<file path="src/rtl/lfsr_pkg.sv">
package lfsr_pkg;

    // Register length and the width of the exposed top slice
    localparam int unsigned LFSR_WIDTH = 32;
    localparam int unsigned LFSR_OUT_W = 8;

    // Taps at stages 32, 30, 26, 25 -> bit indices 31, 29, 25, 24
    localparam logic [LFSR_WIDTH-1:0] LFSR_TAPS = 32'hA300_0000;

    // Source that feeds stage 1 in a given cycle
    typedef enum logic [1:0] {
        SRC_TAPS   = 2'd0,
        SRC_MANUAL = 2'd1,
        SRC_KICK   = 2'd2
    } feed_src_e;

endpackage

</file>
<file path="src/rtl/lfsr_feedback.sv">
module lfsr_feedback #(
    parameter int unsigned               WIDTH    = lfsr_pkg::LFSR_WIDTH,
    parameter logic [WIDTH-1:0]          TAP_MASK = lfsr_pkg::LFSR_TAPS
) (
    input  logic [WIDTH-1:0] stage_i,
    output logic             tap_bit_o,
    output logic             all_zero_o
);

    logic [WIDTH-1:0] picked;

    // Keep only the tapped stages; the others contribute zero
    for (genvar g = 0; g < WIDTH; g++) begin : g_pick
        if (TAP_MASK[g]) begin : g_tap
            assign picked[g] = stage_i[g];
        end else begin : g_skip
            assign picked[g] = 1'b0;
        end
    end

    assign tap_bit_o  = ^picked;
    assign all_zero_o = (stage_i == '0);

endmodule

</file>
<file path="src/rtl/lfsr_src_mux.sv">
module lfsr_src_mux
    import lfsr_pkg::*;
(
    input  logic manual_sel_i,
    input  logic manual_bit_i,
    input  logic tap_bit_i,
    input  logic all_zero_i,
    output logic feed_bit_o
);

    feed_src_e src;

    // Manual mode outranks the zero guard, so init can hold zeros
    always_comb begin
        if (manual_sel_i) begin
            src = SRC_MANUAL;
        end else if (all_zero_i) begin
            src = SRC_KICK;
        end else begin
            src = SRC_TAPS;
        end
    end

    always_comb begin
        unique case (src)
            SRC_MANUAL: feed_bit_o = manual_bit_i;
            SRC_KICK:   feed_bit_o = 1'b1;
            SRC_TAPS:   feed_bit_o = tap_bit_i;
            default:    feed_bit_o = tap_bit_i;
        endcase
    end

endmodule

</file>
<file path="src/rtl/lfsr_chain.sv">
module lfsr_chain #(
    parameter int unsigned WIDTH = lfsr_pkg::LFSR_WIDTH
) (
    input  logic             clk_i,
    input  logic             rst_ni,
    input  logic             feed_bit_i,
    output logic [WIDTH-1:0] stage_o
);

    logic [WIDTH:0] link;

    assign link[0] = feed_bit_i;

    // One flop per stage; each takes its lower neighbour
    for (genvar g = 0; g < WIDTH; g++) begin : g_stage
        always_ff @(posedge clk_i) begin
            if (!rst_ni) begin
                link[g+1] <= 1'b0;
            end else begin
                link[g+1] <= link[g];
            end
        end
    end

    assign stage_o = link[WIDTH:1];

endmodule

</file>
<file path="src/rtl/lfsr_byte_gen.sv">
module lfsr_byte_gen #(
    parameter int unsigned      WIDTH    = lfsr_pkg::LFSR_WIDTH,
    parameter int unsigned      OUT_W    = lfsr_pkg::LFSR_OUT_W,
    parameter logic [WIDTH-1:0] TAP_MASK = lfsr_pkg::LFSR_TAPS
) (
    input  logic             clk_i,
    input  logic             rst_ni,
    input  logic             manual_sel_i,
    input  logic             manual_bit_i,
    output logic [OUT_W-1:0] tap_byte_o
);

    localparam int unsigned OUT_LO = WIDTH - OUT_W;

    logic [WIDTH-1:0] stage_q;
    logic             tap_bit;
    logic             all_zero;
    logic             feed_bit;

    lfsr_feedback #(
        .WIDTH    (WIDTH),
        .TAP_MASK (TAP_MASK)
    ) feedback_i (
        .stage_i    (stage_q),
        .tap_bit_o  (tap_bit),
        .all_zero_o (all_zero)
    );

    lfsr_src_mux src_mux_i (
        .manual_sel_i (manual_sel_i),
        .manual_bit_i (manual_bit_i),
        .tap_bit_i    (tap_bit),
        .all_zero_i   (all_zero),
        .feed_bit_o   (feed_bit)
    );

    lfsr_chain #(
        .WIDTH (WIDTH)
    ) chain_i (
        .clk_i      (clk_i),
        .rst_ni     (rst_ni),
        .feed_bit_i (feed_bit),
        .stage_o    (stage_q)
    );

    assign tap_byte_o = stage_q[WIDTH-1:OUT_LO];

endmodule

</file>
<file path="config.mk">
export PLATFORM = sky130hd
export DESIGN_NAME = lfsr_byte_gen
export DESIGN_NICKNAME = d
export VERILOG_FILES = /design/src/rtl/lfsr_pkg.sv /design/src/rtl/lfsr_feedback.sv /design/src/rtl/lfsr_src_mux.sv /design/src/rtl/lfsr_chain.sv /design/src/rtl/lfsr_byte_gen.sv
export SDC_FILE = /design/constraint.sdc
export NUM_CORES = 1
export LEC_CHECK = 0
export BUFFER_PORTS_ARGS = -buffer_cell sky130_fd_sc_hd__buf_2
export CAP_MARGIN = 5
export CORE_UTILIZATION = 55
export DETAILED_ROUTE_END_ITERATION = 16
export MAX_ROUTING_LAYER = met4
export PLACE_DENSITY_LB_ADDON = 0.2
export SYNTH_ARGS = -nofsm -noshare
export SYNTH_HDL_FRONTEND = slang
export SYNTH_SLANG_ARGS = --single-unit
</file>
<file path="constraint.sdc">
create_clock -name clk_i -period 3.1 [get_ports clk_i]
set_input_delay 0.62 -clock clk_i [delete_from_list [all_inputs] [get_ports clk_i]]
set_output_delay 0.62 -clock clk_i [all_outputs]
set_load 0.02 [all_outputs]
</file>
==> impl_metrics.py, run 1 <==
metrics = {
    "worst_setup_path": {
        "cp.required_ns": 2.48,
        "cp_top_family": "flip-flops",
        "crit_arrival_ns": 0.91,
        "cp_cell_sequence": "buf_2",
        "max_stage_delay_ns": 0.40,
        "crit_buf_inv": 1,
        "cp-end-kind": "primary output",
        "path_class": "register to primary output",
        "critPathSlowestCell": "dfxtp_1",
        "start_kind": "register",
        "crit_path_max_fanout": 4,
    },
    "drt": {
        "wire_per_inst_um": 11.4,
        "num_vias": 566,
        "drtAntennaViolNets": 0,
        "drtIter0Drc": 2,
        "finalWirelength_mm": 1.43,
        "dr.pass1.iters": 3,
        "drc": 0,
        "post_drt_via_cell_ratio": 4.53,
    },
    "power_and_ir_drop": {
        "p_per_area_nw_per_um2": 674,
        "p_leak_nw": 0.510,
        "netSwitchingPower_mw": 0.141,
        "swShare": 0.183,
        "vdd_ir_drop_max_uv": 462,
        "pwr-share-comb": 0.015,
        "pwr-share-seq": 0.536,
        "internal_power_mw": 0.633,
        "p_total_mw": 0.774,
        "clockPowerShare": 0.448,
    },
    "final_layout": {
        "final_cell_mix": "dfxtp_1 (32), and2_1 (30), buf_2 (11)",
        "n_antenna_cell": 0,
        "nFillCells": 148,
        "syn_to_final_growth_pct": 10.6,
        "final_common_cell": "dfxtp_1",
        "fin_nets": 104,
        "largest_reg_flops": 32,
        "layout-drive-gt1-share": 0.220,
    },
    "clock_tree": {
        "clock_latency_ns": 0.32,
        "postCtsSetupBuffers": 0,
        "cts_made_buffers": 5,
        "clockBufferDepth": 2,
        "path_clk_slew_ns": 0.10,
        "cts.sinks": 32,
        "htree_levels": 2,
        "cts_hold_buf": 0,
        "root_buffer": "clkbuf_4",
        "cts_resized": 0,
        "tritoncts": "done",
    },
    "placement": {
        "hpwl_um": 941,
        "place.gp.congestion": 0.762,
        "port_buffers": 11,
        "dp_slack_ns": 1.74,
    },
    "job": {
        "drv_cap": 0,
    },
    "global_route": {
        "grt_max_degree": 33,
        "grt_usage": 0.179,
        "grt_overflow": 0,
        "grt_pass1_vias": 548,
        "antenna_found_initial": 0,
        "grt_pass1_wl_mm": 2.36,
    },
    "sta": {
        "tightest_slew_ns": 0.371,
        "skew_ns": 0.0132,
        "period_share": 0.494,
        "setup_viol": 0,
        "period_minus_slack_ns": 1.53,
        "maxSlewViolCount": 0,
        "finalHoldViolations": 0,
        "fin_setup_tns_ns": 0,
        "relSlewSlack": 0.753,
        "rsz0062_at_grt": "false",
        "fin_ws_ns": 1.57,
        "timing.fmax_ghz": 0.653,
        "hold_ws_ns": 0.460,
    },
    "floorplan": {
        "die_y_um": 45.5,
        "rows": 15,
        "initial_core_util": 0.595,
        "dieArea_um2": 2070,
        "fp.dieW_um": 45.5,
        "core_area_um2": 1750,
        "ios": 12,
    },
    "status": {
        "status": "finished clean",
    },
    "synth": {
        "synth_top_area_cell": "dfxtp_1",
        "syn_nets": 97,
        "ys_types": 17,
        "netlist.area_leader.share": 0.617,
        "ys_ff_latch": 32,
        "syn-cell-area_um2": 1040,
        "ys_seq_area_frac": 0.617,
        "avgSynthCellArea_um2": 11.3,
        "synthCells": 92,
        "synth_area_leaders": "dfxtp_1 (62%), and2_1 (18%), buf_4 (5.8%), nor4_1 (3.0%), ha_1 (1.2%)",
        "yosysWarnings": 0,
    },
    "hold_path": {
        "min_path_type": "register to register",
    },
}
[metal layers]
layer	routed length (um)	vias to the layer above	global-route usage
met5	0	-	-
met4	36	0	0.109
met3	53	5	0.0714
met2	581	11	0.237
met1	755	248	0.224
li1	-	302	-
[final timing paths]
| check | start | endpoint | slack (ns) | cells past startpoint |
|---|---|---|---|---|
| worst max-delay path | chain_i.stage_o[29] | tap_byte_o[5] | 1.57 | 1 |
| worst min-delay path | chain_i.stage_o[13] | chain_i.stage_o[14] | 0.46 | 1 |
| worst max register to register | chain_i.stage_o[20] | chain_i.stage_o[0] | 1.75 | 4 |
| worst min register to register | chain_i.stage_o[13] | chain_i.stage_o[14] | 0.46 | 1 |
[through the flow]
| stage | cell area, um2 | instances | utilization |
|---|---|---|---|
| floorplan | 1040 | 92 | - |
| detailed placement | 1050 | 117 | 0.604 |
| global route | 1150 | 125 | 0.658 |
| CTS | 1150 | 125 | 0.658 |
| finish | 1150 | 125 | 0.658 |
| global placement | 1050 | 117 | 0.604 |
[cell usage after synthesis, drive strengths merged]
cell / instances
xnor2: 1
nor4b: 1
clkbuf: 3
nor4: 6
and2: 31
o21ai: 1
buf: 8
xor2: 1
dfxtp: 32
ha: 1
and4: 1
a31oi: 1
nand4: 1
inv: 3
or4: 1
[final cells by class]
class	count	area, um2	area share
well taps	25	31.3	0.0272
multi-input cells	46	315	0.275
flip-flops and latches	32	641	0.558
repair buffers	11	55.1	0.0479
clock buffers	7	65.1	0.0566
clock inverters	1	30.0	0.0261
inverters	3	11.3	0.00980
[power groups by stage]
stage | sequential [mW] | combinational (mW) | clock, mW
after floorplan | 0.424 | 0.00848 | 0
after global placement | 0.425 | 0.0116 | 0
after detailed placement | 0.425 | 0.0122 | 0
after CTS | 0.415 | 0.0122 | 0.357
after global routing | 0.416 | 0.0141 | 0.374
final | 0.415 | 0.0119 | 0.347
[logic make-up after synthesis]
kind of cell	after synthesis	synth area share
XOR/XNOR	2	0.0169
adder cells (fa/ha/maj)	1	0.0120
AND/OR/NAND/NOR	41	0.264
AO/OA/AOI/OAI	2	0.0108
buffers and inverters	14	0.0795
flip-flops	32	0.617
(Power assumes the default switching activity.)
==> inputs of run 2 (changes only) <==
--- a/config.mk
+++ b/config.mk
@@ -7,7 +7,7 @@
 export LEC_CHECK = 0
 export BUFFER_PORTS_ARGS = -buffer_cell sky130_fd_sc_hd__buf_2
 export CAP_MARGIN = 5
-export CORE_UTILIZATION = 55
+export CORE_UTILIZATION = 54
 export DETAILED_ROUTE_END_ITERATION = 16
 export MAX_ROUTING_LAYER = met4
 export PLACE_DENSITY_LB_ADDON = 0.2
==> constraint.sdc (replaced) <==
create_clock -name clk_i -period 1.6 [get_ports clk_i]
set_input_delay 0.32 -clock clk_i [delete_from_list [all_inputs] [get_ports clk_i]]
set_output_delay 0.32 -clock clk_i [all_outputs]
set_load 0.02 [all_outputs]
==> run 2 against run 1 <==
Count of clock-buffer cells in the layout decreased by 2. Via count grew 4.8%. Global-route usage grew 0.57 points. Largest cell class unchanged.
==> impl_metrics.py, run 2 (synthesis results as in run 1) <==
metrics = {
    "sta": {
        "timing.fmax_ghz": 0.705,
        "hold_ws_ns": 0.249,
        "finalHoldViolations": 0,
        "fin_setup_tns_ns": 0,
        "relSlewSlack": 0.745,
        "setup_viol": 0,
        "skew_ns": 0.0128,
        "maxSlewViolCount": 0,
        "tightest_slew_ns": 0.382,
        "period_minus_slack_ns": 1.42,
        "fin_ws_ns": 0.182,
        "rsz0062_at_grt": "false",
        "period_share": 0.886,
    },
    "drt": {
        "drtAntennaViolNets": 0,
        "drtIter0Drc": 0,
        "wire_per_inst_um": 12.2,
        "num_vias": 593,
        "post_drt_via_cell_ratio": 4.74,
        "drc": 0,
        "dr.pass1.iters": 1,
        "finalWirelength_mm": 1.53,
    },
    "worst_setup_path": {
        "crit_arrival_ns": 1.68,
        "cp-end-kind": "register",
        "path_class": "register to register",
        "start_kind": "register",
        "crit_path_max_fanout": 2,
        "cp.required_ns": 1.86,
        "r2r_cells": 4,
    },
    "clock_tree": {
        "path_clk_slew_ns": 0.11,
        "htree_levels": 2,
        "cts_resized": 0,
        "root_buffer": "clkbuf_4",
        "clockBufferDepth": 2,
        "tritoncts": "done",
        "postCtsSetupBuffers": 0,
        "cts_made_buffers": 5,
        "clock_latency_ns": 0.32,
        "cts_hold_buf": 0,
        "cts.sinks": 32,
    },
    "placement": {
        "hpwl_mm": 1.07,
        "port_buffers": 11,
        "dp_slack_ns": 0.178,
        "placed_cell_area_um2": 1050,
        "place.gp.congestion": 0.811,
    },
    "job": {
        "drv_cap": 0,
    },
    "final_layout": {
        "fin_nets": 104,
        "layout.area.seq_um2": 641,
        "final_common_cell": "dfxtp_1",
        "final_cell_mix": "dfxtp_1 (32), and2_1 (30), buf_2 (11)",
        "syn_to_final_growth_pct": 9.16,
        "layout-drive-gt1-share": 0.220,
        "n_antenna_cell": 0,
        "largest_reg_flops": 32,
        "multi_input_area_um2": 315,
        "design_area_um2": 1130,
        "nFillCells": 149,
    },
    "floorplan": {
        "rows": 15,
        "ios": 12,
        "die_y_um": 45.9,
        "fp.dieW_um": 45.9,
        "core_area_um2": 1760,
        "dieArea_um2": 2100,
        "initial_core_util": 0.589,
    },
    "global_route": {
        "antenna_found_initial": 0,
        "grt_pass1_vias": 601,
        "grt_overflow": 0,
        "grt_pass1_wl_mm": 2.51,
        "grt_max_degree": 33,
        "grt_usage": 0.184,
    },
    "power_and_ir_drop": {
        "p_leak_nw": 0.500,
        "p_per_area_nw_per_um2": 1260,
        "vdd_ir_drop_max_uv": 1430,
    },
    "status": {
        "status": "finished clean",
    },
    "hold_path": {
        "hold_depth": 3,
        "min_path_type": "input pin to register",
    },
}
run 2: cell count changes in the layout (fill, tap and decap cells not counted), sizes merged:
cell and delta:
clkinv +1, clkinvlp +1, clkbuf -2
run 2: final timing paths:
check | start | to | slack, ns
setup / recovery | chain_i.stage_o[20] | chain_i.stage_o[0] | 0.18
hold / removal | manual_sel_i | chain_i.stage_o[0] | 0.25
setup reg to reg | chain_i.stage_o[20] | chain_i.stage_o[0] | 0.18
hold reg to reg | chain_i.stage_o[11] | chain_i.stage_o[12] | 0.46
run 2: final cells by class:
cell class | count | area share
sequential | 32 | 0.565
inverter | 3 | 0.00993
clock inverter | 3 | 0.0375
multi-input combinational | 46 | 0.278
clock buffer | 5 | 0.0331
timing repair buffer | 11 | 0.0486
tap | 25 | 0.0276
run 2: metal layers:
layer | up-vias | wire [um] | part of all wire | GRT usage
met4 | 0 | 42 | 0.027 | 0.124
met2 | 16 | 669 | 0.44 | 0.268
met5 | - | 0 | 0 | -
li1 | 303 | - | - | -
met3 | 7 | 82 | 0.054 | 0.0913
met1 | 267 | 733 | 0.48 | 0.195
run 2: through the flow:
stage | total power [mW] | util | std cells
6_report | 1.43 | 0.643 | 125
5_1_grt | 1.47 | 0.643 | 125
4_1_cts | 1.44 | 0.643 | 125
3_5_place_dp | 0.847 | 0.597 | 117
3_3_place_gp | 0.845 | 0.597 | 117
2_1_floorplan | 0.839 | - | 92
run 2: report_power, final:
group          switching, mW  internal [mW]
combinational         0.0137        0.00929
sequential           0.00304          0.802
clock                  0.272          0.326
total                  0.289           1.14
run 2: worst max-delay path, stage by stage (launching register included):
cell and delay [ns]:
dfxtp_1 0.32, or4_4 0.53, nor4_2 0.20, nand4_1 0.14
a31oi_1 0.18
==> inputs of run 3 (changes only) <==
--- a/config.mk
+++ b/config.mk
@@ -5,12 +5,13 @@
 export SDC_FILE = /design/constraint.sdc
 export NUM_CORES = 1
 export LEC_CHECK = 0
-export BUFFER_PORTS_ARGS = -buffer_cell sky130_fd_sc_hd__buf_2
+export BUFFER_PORTS_ARGS = -buffer_cell sky130_fd_sc_hd__clkbuf_2
 export CAP_MARGIN = 5
-export CORE_UTILIZATION = 54
+export CORE_UTILIZATION = 35
 export DETAILED_ROUTE_END_ITERATION = 16
 export MAX_ROUTING_LAYER = met4
 export PLACE_DENSITY_LB_ADDON = 0.2
+export SETUP_SLACK_MARGIN = 0.4
 export SYNTH_ARGS = -nofsm -noshare
 export SYNTH_HDL_FRONTEND = slang
 export SYNTH_SLANG_ARGS = --single-unit
==> run 3 against run 2 <==
Cell count grew 5.6%. Critical path depth unchanged. Critical path type unchanged. Global-route usage decreased by 6.5 points. Largest cell class unchanged.
==> impl_metrics.py, run 3 (synthesis results as in run 1) <==
metrics = {
    "floorplan": {
        "dieArea_um2": 3190,
        "die_y_um": 56.5,
        "ios": 12,
        "core_area_um2": 2780,
        "rows": 19,
        "fp.dieW_um": 56.5,
        "initial_core_util": 0.373,
    },
    "worst_setup_path": {
        "r2r_cells": 4,
        "path_class": "register to register",
        "rrSetupSlack_ns": 0.27,
        "cp-end-kind": "register",
        "rr_startpoint": "chain_i.stage_o[20]",
        "cp.required_ns": 1.86,
        "crit_arrival_ns": 1.59,
        "start_kind": "register",
        "timing.rr.end": "chain_i.stage_o[0]",
        "crit_path_max_fanout": 2,
    },
    "final_layout": {
        "post-route-util": 0.433,
        "design_area_um2": 1200,
        "final_cell_mix": "and2_1 (30), dfxtp_1 (25), clkbuf_4 (8)",
        "syn_to_final_growth_pct": 16.0,
        "layout.area.seq_um2": 649,
        "final_common_cell": "and2_1",
        "multi_input_area_um2": 330,
        "final-instance-count-excl-fill": 132,
        "fin_nets": 106,
        "n_antenna_cell": 0,
        "largest_reg_flops": 32,
        "layout-drive-gt1-share": 0.307,
        "nFillCells": 281,
    },
    "clock_tree": {
        "cts.sinks": 32,
        "path_clk_slew_ns": 0.09,
        "cts_hold_buf": 0,
        "root_buffer": "clkbuf_4",
        "htree_levels": 2,
        "cts_made_buffers": 5,
        "tritoncts": "done",
        "clock_latency_ns": 0.32,
        "clockBufferDepth": 2,
    },
    "power_and_ir_drop": {
        "p_leak_nw": 0.522,
        "p_total_mw": 1.33,
        "vdd_ir_drop_max_uv": 585,
        "p_per_area_nw_per_um2": 1100,
    },
    "sta": {
        "skew_ns": 0.00795,
        "tightest_slew_ns": 0.415,
        "hold_ws_ns": 0.259,
        "fin_ws_ns": 0.267,
        "period_share": 0.833,
        "fin_setup_tns_ns": 0,
        "setup_viol": 0,
        "relSlewSlack": 0.723,
        "timing.fmax_ghz": 0.750,
        "maxSlewViolCount": 0,
        "rsz0062_at_grt": "true",
        "period_minus_slack_ns": 1.33,
        "finalHoldViolations": 0,
    },
    "placement": {
        "hpwl_mm": 1.01,
        "placed_cell_area_um2": 1060,
        "place_inst": 123,
        "dp_slack_ns": 0.251,
        "port_buffers": 11,
        "place.gp.congestion": 0.727,
    },
    "global_route": {
        "grt_max_degree": 33,
        "grt_pass1_wl_mm": 2.67,
        "grt_usage": 0.119,
        "antenna_found_initial": 0,
        "grt_overflow": 0,
        "grt_pass1_vias": 600,
    },
    "drt": {
        "wire_per_inst_um": 11.8,
        "post_drt_via_cell_ratio": 4.55,
        "wl_met1_um": 776,
        "dr.pass1.iters": 2,
        "drtAntennaViolNets": 0,
        "drc": 0,
        "top_layer": "met4",
        "met3_length_um": 88,
        "num_vias": 600,
        "dr_wl_met2_um": 628,
        "finalWirelength_mm": 1.55,
        "drtIter0Drc": 2,
    },
    "hold_path": {
        "hold_depth": 3,
        "min_from": "manual_sel_i",
        "min_path_type": "input pin to register",
        "holdPathEnd": "chain_i.stage_o[0]",
    },
    "status": {
        "status": "finished clean",
    },
    "job": {
        "drv_cap": 0,
    },
}
run 3: cell count changes in the layout (fill, tap and decap cells not counted), moves of 4 or more:
| cell | previous run | this run |
|---|---|---|
| buf_2 | 11 | 0 |
| dfxtp_1 | 32 | 25 |
| clkbuf_8 | 0 | 4 |
| buf_4 | 0 | 4 |
| dfxtp_2 | 0 | 7 |
run 3: layer usage:
metal / vias up / track usage
met1: 267 / 0.144
met2: 15 / 0.155
met3: 10 / 0.0484
li1: 308 / -
met4: 0 / 0.0941
met5: - / -
run 3: worst max path at each step:
stage / from / end / slack, ns / depth (start not counted)
final: chain_i.stage_o[20] / chain_i.stage_o[0] / 0.27 / 4
after global placement: chain_i.stage_o[20] / chain_i.stage_o[0] / 0.30 / 4
after global routing: chain_i.stage_o[20] / chain_i.stage_o[0] / 0.21 / 4
after detailed placement: chain_i.stage_o[20] / chain_i.stage_o[0] / 0.25 / 4
after floorplan: chain_i.stage_o[20] / chain_i.stage_o[0] / 0.39 / 4
after CTS: chain_i.stage_o[20] / chain_i.stage_o[0] / 0.23 / 4
run 3: power breakdown:
group	switching, mW	total [mW]	internal [mW]
registers	0.00279	0.804	0.801
clock network	0.251	0.500	0.249
logic	0.0137	0.0238	0.0101
total	0.267	1.33	1.06
run 3: layout make-up:
| class | instances | area share |
|---|---|---|
| Multi-Input combinational cell | 46 | 0.274 |
| Timing Repair Buffer | 13 | 0.0914 |
| Inverter | 3 | 0.00935 |
| Clock buffer | 7 | 0.0540 |
| Sequential cell | 32 | 0.539 |
| Tap cell | 31 | 0.0322 |
run 3: critical path: stages (launching register included):
cell and delay [ns]:
dfxtp_1 0.32, or4_4 0.54, nor4_4 0.16, nand4_1 0.11, a31oi_1 0.14
run 3: what timing repair did:
item / CTS / global route
endpoints found under the hold margin: 0 / 0
pin swaps: 0 / 0
buffers inserted: 1 / 1
gates resized for setup: 12 / 8
endpoints found under the setup margin: 7 / 6
